File: config.mk
export PLATFORM = sky130hd
export DESIGN_NAME = intr_event_gate
export DESIGN_NICKNAME = d
export VERILOG_FILES = /design/src/rtl/intr_event_pkg.sv /design/src/rtl/intr_edge_detect.sv /design/src/rtl/intr_event_regs.sv /design/src/rtl/intr_read_mux.sv /design/src/rtl/intr_event_gate.sv
export SDC_FILE = /design/constraint.sdc
export NUM_CORES = 1
export LEC_CHECK = 0
export ABC_CLOCK_PERIOD_IN_PS = 1670
export CAP_MARGIN = 0
export CORE_MARGIN = 8
export CORE_UTILIZATION = 21
export DETAILED_ROUTE_END_ITERATION = 16
export GPL_TIMING_DRIVEN = 0
export PLACE_DENSITY = 0.93
export SLEW_MARGIN = 10
export SYNTH_ARGS = -nofsm -noshare
export SYNTH_HDL_FRONTEND = slang
export SYNTH_SLANG_ARGS = --single-unit
export TNS_END_PERCENT = 100
File: constraint.sdc
create_clock -name clk -period 1.67 [get_ports clk]
set_clock_uncertainty 0.15 [all_clocks]
set_input_delay 0.334 -clock clk [delete_from_list [all_inputs] [get_ports clk]]
set_output_delay 0.334 -clock clk [all_outputs]
set_load 0.01 [all_outputs]
File: src/rtl/intr_event_pkg.sv
// Package: shared parameters and the register word selector for the
// interrupt event gate. Assumes a 32-bit register port with one field.
package intr_event_pkg;

    localparam int DATA_W    = 32;
    localparam int BE_W      = DATA_W / 8;
    localparam int FIELD_BIT = 15;
    localparam int WORD_W    = 2;

    // Word index carried on the register port
    typedef enum logic [WORD_W-1:0] {
        RSEL_EVENT = 2'd0,
        RSEL_MASK  = 2'd1,
        RSEL_STATE = 2'd2,
        RSEL_FORCE = 2'd3
    } rsel_e;

endpackage

File: src/rtl/intr_edge_detect.sv
// Module: rising-edge detector for the internal interrupt request.
// Assumes req_i is synchronous to clk. The history flop resets to 0, so a
// request that is already high when reset ends counts as a rising edge.
module intr_edge_detect (
    input  logic clk,
    input  logic rst_n,
    input  logic req_i,
    output logic rise_o
);

    logic req_q;

    // Remember the request level of the previous cycle
    always_ff @(posedge clk) begin
        if (!rst_n) begin
            req_q <= 1'b0;
        end else begin
            req_q <= req_i;
        end
    end

    assign rise_o = req_i & ~req_q;

endmodule

File: src/rtl/intr_event_regs.sv
// Module: event latch and mask storage with write decode.
// Assumes single-cycle write strobes. A set (rising request or force write)
// takes priority over a write-one-to-clear in the same cycle.
module intr_event_regs
    import intr_event_pkg::*;
#(
    parameter int P_DATA_W    = DATA_W,
    parameter int P_FIELD_BIT = FIELD_BIT
) (
    input  logic                clk,
    input  logic                rst_n,
    input  logic                wr_i,
    input  rsel_e               sel_i,
    input  logic [P_DATA_W/8-1:0] be_i,
    input  logic [P_DATA_W-1:0]   wdata_i,
    input  logic                rise_i,
    output logic                evt_o,
    output logic                mask_o
);

    localparam int LANE = P_FIELD_BIT / 8;
    localparam logic [P_DATA_W-1:0]   FIELD_MASK = P_DATA_W'(1) << P_FIELD_BIT;
    localparam logic [P_DATA_W/8-1:0] LANE_MASK  = (P_DATA_W/8)'(1) << LANE;

    logic wbit;
    logic lane_on;
    logic field_wr;
    logic set_evt;
    logic clr_evt;
    logic unused_wdata;
    logic unused_be;

    assign wbit     = wdata_i[P_FIELD_BIT];
    assign lane_on  = be_i[LANE];
    assign field_wr = wr_i & lane_on;

    // Bits outside the field are accepted on the port and discarded
    assign unused_wdata = ^(wdata_i & ~FIELD_MASK);
    assign unused_be    = ^(be_i & ~LANE_MASK);

    // Decode set and clear requests for the event latch
    always_comb begin
        set_evt = rise_i | (field_wr & wbit & (sel_i == RSEL_FORCE));
        clr_evt = field_wr & wbit & (sel_i == RSEL_EVENT);
    end

    // Event latch: set wins over clear
    always_ff @(posedge clk) begin
        if (!rst_n) begin
            evt_o <= 1'b0;
        end else if (set_evt) begin
            evt_o <= 1'b1;
        end else if (clr_evt) begin
            evt_o <= 1'b0;
        end
    end

    // Mask bit: plain read/write storage
    always_ff @(posedge clk) begin
        if (!rst_n) begin
            mask_o <= 1'b0;
        end else if (field_wr && (sel_i == RSEL_MASK)) begin
            mask_o <= wbit;
        end
    end

endmodule

File: src/rtl/intr_read_mux.sv
// Module: read path. Selects the field value of the indexed word and places
// it at the field bit; every other bit of the word is tied to 0.
module intr_read_mux
    import intr_event_pkg::*;
#(
    parameter int P_DATA_W    = DATA_W,
    parameter int P_FIELD_BIT = FIELD_BIT
) (
    input  rsel_e               sel_i,
    input  logic                evt_i,
    input  logic                mask_i,
    input  logic                req_i,
    output logic [P_DATA_W-1:0] rdata_o
);

    logic field;

    // Pick the field value of the addressed word (force reads back 0)
    always_comb begin
        unique case (sel_i)
            RSEL_EVENT: field = evt_i;
            RSEL_MASK:  field = mask_i;
            RSEL_STATE: field = req_i;
            default:    field = 1'b0;
        endcase
    end

    for (genvar i = 0; i < P_DATA_W; i++) begin : g_bit
        if (i == P_FIELD_BIT) begin : g_field
            assign rdata_o[i] = field;
        end else begin : g_zero
            assign rdata_o[i] = 1'b0;
        end
    end

endmodule

File: src/rtl/intr_event_gate.sv
// Module: top of the interrupt event gate. Latches request edges, masks the
// latch onto irq_out when gate_en is 1, and passes irq_req straight through
// when gate_en is 0. Assumes gate_en is a static-ish configuration level.
module intr_event_gate
    import intr_event_pkg::*;
(
    input  logic              clk,
    input  logic              rst_n,
    input  logic              gate_en,
    input  logic              irq_req,
    output logic              irq_out,
    input  logic              reg_wr,
    input  logic [WORD_W-1:0] reg_word,
    input  logic [BE_W-1:0]   reg_be,
    input  logic [DATA_W-1:0] reg_wdata,
    output logic [DATA_W-1:0] reg_rdata
);

    rsel_e sel;
    logic  rise;
    logic  evt_q;
    logic  mask_q;

    assign sel = rsel_e'(reg_word);

    intr_edge_detect u_edge (
        .clk    (clk),
        .rst_n  (rst_n),
        .req_i  (irq_req),
        .rise_o (rise)
    );

    intr_event_regs #(
        .P_DATA_W    (DATA_W),
        .P_FIELD_BIT (FIELD_BIT)
    ) u_regs (
        .clk     (clk),
        .rst_n   (rst_n),
        .wr_i    (reg_wr),
        .sel_i   (sel),
        .be_i    (reg_be),
        .wdata_i (reg_wdata),
        .rise_i  (rise),
        .evt_o   (evt_q),
        .mask_o  (mask_q)
    );

    intr_read_mux #(
        .P_DATA_W    (DATA_W),
        .P_FIELD_BIT (FIELD_BIT)
    ) u_rd (
        .sel_i   (sel),
        .evt_i   (evt_q),
        .mask_i  (mask_q),
        .req_i   (irq_req),
        .rdata_o (reg_rdata)
    );

    // Pin drive: transparent when disabled, masked latch when enabled
    always_comb begin
        if (gate_en) begin
            irq_out = evt_q & mask_q;
        end else begin
            irq_out = irq_req;
        end
    end

endmodule

==> qor.yml <==
vias: 370
die_x_um: 60.2
critPathLaunchType: "input port"
worst-setup-path-type: "in2out"
wl_per_cell_um: 8.69
grt_pass1_vias: 350
tritoncts: "done"
grt_pass1_wl_um: 1440
rr_worst_depth: 3
grt-ovfl-total: 0
hold_viol_final: 0
top_layer: "met4"
dp_hpwl_um: 924
worstSkewPairLatency_ns: 0.23
wirelength_um: 1060
initial_core_util_pct: 21.6
r2r_start: "u_regs.evt_o"
firstDrtPassIters: 4
wl_met1_um: 344
track_usage_pct: 5.64
setup_viol: 0
drt-initial-drc-count: 7
finalMaxSlewViolations: 0
root_buffer: "clkbuf_4"
drv_cap: 0
rsz0062_at_grt: "false"
drtAntennaViolNets: 0
grt_antenna_before_repair: 0
cp_slowest_stage_delay_ns: 0.47
cts_made_buffers: 3
critPathSlowestCell: "clkdlybuf4s50_1"
synthCells: 51
ir_drop_mv: 0.132
drt-vias-per-instance: 3.03
dr_wl_met3_um: 214
finish.instance_area_sq_um: 667
clock_path_buffers: 2
cts_setup_buffers: 0
diodes: 0
hp-class: "in2reg"
crit_required_ns: 1.19
fin_total_pwr_uw: 344
drive_above_1_share_pct: 43.2
dieArea_sq_um: 3620
post_synth.cell_area_avg_sq_um: 8.05
io-pin-count: 76
netlist_area_sq_um: 410
clock-sinks: 3
die_h_um: 60.2
path_max_fanout: 2
syn_to_final_growth_pct: 62.5
fin_crit_sh_pct: 95.3
netlist-cell-type-count: 13
worstPathArrival_ns: 1.11
finalCriticalPeriod_ns: 1.59
p_leak_nw: 0.402
powerDensity_nw_per_um2: 516
cp.buffers_inverters: 2
ys_ff_latch: 3
core_area_sq_um: 1900
clk_transition_reported_paths_ns: 0.04
reg2reg_slack_ns: 0.50
outcome: "finished clean"
fp-row-count: 16
place_congestion: 0.725
final_nets: 139
cp-end-kind: "output pin"
wl_met2_um: 482
ys_warn_count: 0
crit_cells: 4
max_freq_mhz: 628
path_delay_family: "buffers and inverters"
timing.rr.end: "u_regs.evt_o"
path_cells: "clkdlybuf4s50_1 > nand3_1 > o21ai_0 > buf_2"
drc: 0
port_buffers: 10
seq_area_frac_synth_pct: 14.6
placed_area_sq_um: 657
holdWs_ns: 0.245
grt_max_degree: 6
htreeDepth: 1
crit_start: "gate_en"
crit_path_end: "irq_out"
[metal layers]
layer | vias to the layer above | track usage (%)
li1 | 191 | -
met4 | 0 | 5.10
met2 | 28 | 8.99
met3 | 2 | 4.73
met5 | - | 0
met1 | 149 | 4.08
[sequential cells by signal (all words and copies together), names as in the netlist]
register and count:
u_regs.evt_o 1, u_edge.req_q 1, u_regs.mask_o 1
[per-stage QoR]
step | TNS, ns | util, % | setup slack (ns) | instances
final | 0 | 35.1 | 0.0777 | 122
after detailed placement | -1.09 | 34.5 | -0.592 | 118
after global routing | 0 | 35.1 | 0.0430 | 122
after global placement | -1.01 | 34.5 | -0.556 | 118
after CTS | 0 | 35.7 | 0.00555 | 122
after floorplan | 0 | - | 0.495 | 81
[cell usage after synthesis]
master	instances	area (sq um)
a222oi_1	1	10.0
a41o_1	1	10.0
and2_1	1	6.26
buf_4	32	240
conb_1	1	3.75
dfxtp_1	3	60.1
inv_1	2	7.51
mux2i_1	2	20.0
nand3_1	1	5.00
nand3b_1	1	7.51
nand4b_1	2	17.5
nor2b_1	2	12.5
o21ai_0	2	10.0
[report_power, final]
part | internal, mW | total (mW) | leakage, nW | switching, mW
sequential | 0.0767 | 0.0800 | 0.0250 | 0.00326
clock | 0.0896 | 0.129 | 0.0150 | 0.0391
combinational | 0.0750 | 0.135 | 0.362 | 0.0602
[logic make-up (layout without fill, tap and decap cells)]
family,count (synthesis),after routing,share of synthesized area [%]
simple gates,7,7,11.9
compound gates,4,4,7.32
mux,2,2,4.88
buf+inv,34,48,60.4
flops,3,3,14.6
other cells,1,31,0.914
[layout by cell type, fill, tap and decap left out, drive strengths merged]
cell type      instances
a222oi                 1
a41o                   1
and2                   1
buf                   35
clkbuf                 5
clkdlybuf4s50          5
conb                  31
dfxtp                  3
dlygate4sd2            1
inv                    2
mux2i                  2
nand3                  1
nand3b                 1
nand4b                 2
nor2b                  2
o21ai                  2
[layout make-up]
type / instances / area (sq um)
Clock buffer: 4 / 26.3
Multi-Input combinational cell: 44 / 219
Timing Repair Buffer: 10 / 78.8
Sequential cell: 3 / 61.3
Buffer: 32 / 240
Fill cell: 214 / 1230
Tap cell: 27 / 33.8
Inverter: 2 / 7.51
[worst min-delay path by stage]
stage               slack [ns]            to          from  cells after the start
floorplan                 0.31  u_edge.req_q       irq_req                      1
global placement          0.38  u_regs.evt_o  u_edge.req_q                      3
detailed placement        0.42  u_regs.evt_o  u_edge.req_q                      3
CTS                       0.37  u_edge.req_q       irq_req                      2
global route              0.25  u_edge.req_q       irq_req                      2
finish                    0.24  u_edge.req_q       irq_req                      2
[timing repair]
action | CTS | global route
gates resized for setup | 15 | 5
endpoints found under the setup margin | 2 | 1
hold buffers | 0 | 0
pin swaps | 0 | 1
[worst reg2reg max path: stages (launching register included)]
cell      delay [ns]
dfxtp_2         0.33
a41o_1          0.20
a222oi_1        0.29
nor2b_1         0.08
Note: power is estimated with default switching activity, not from simulation.
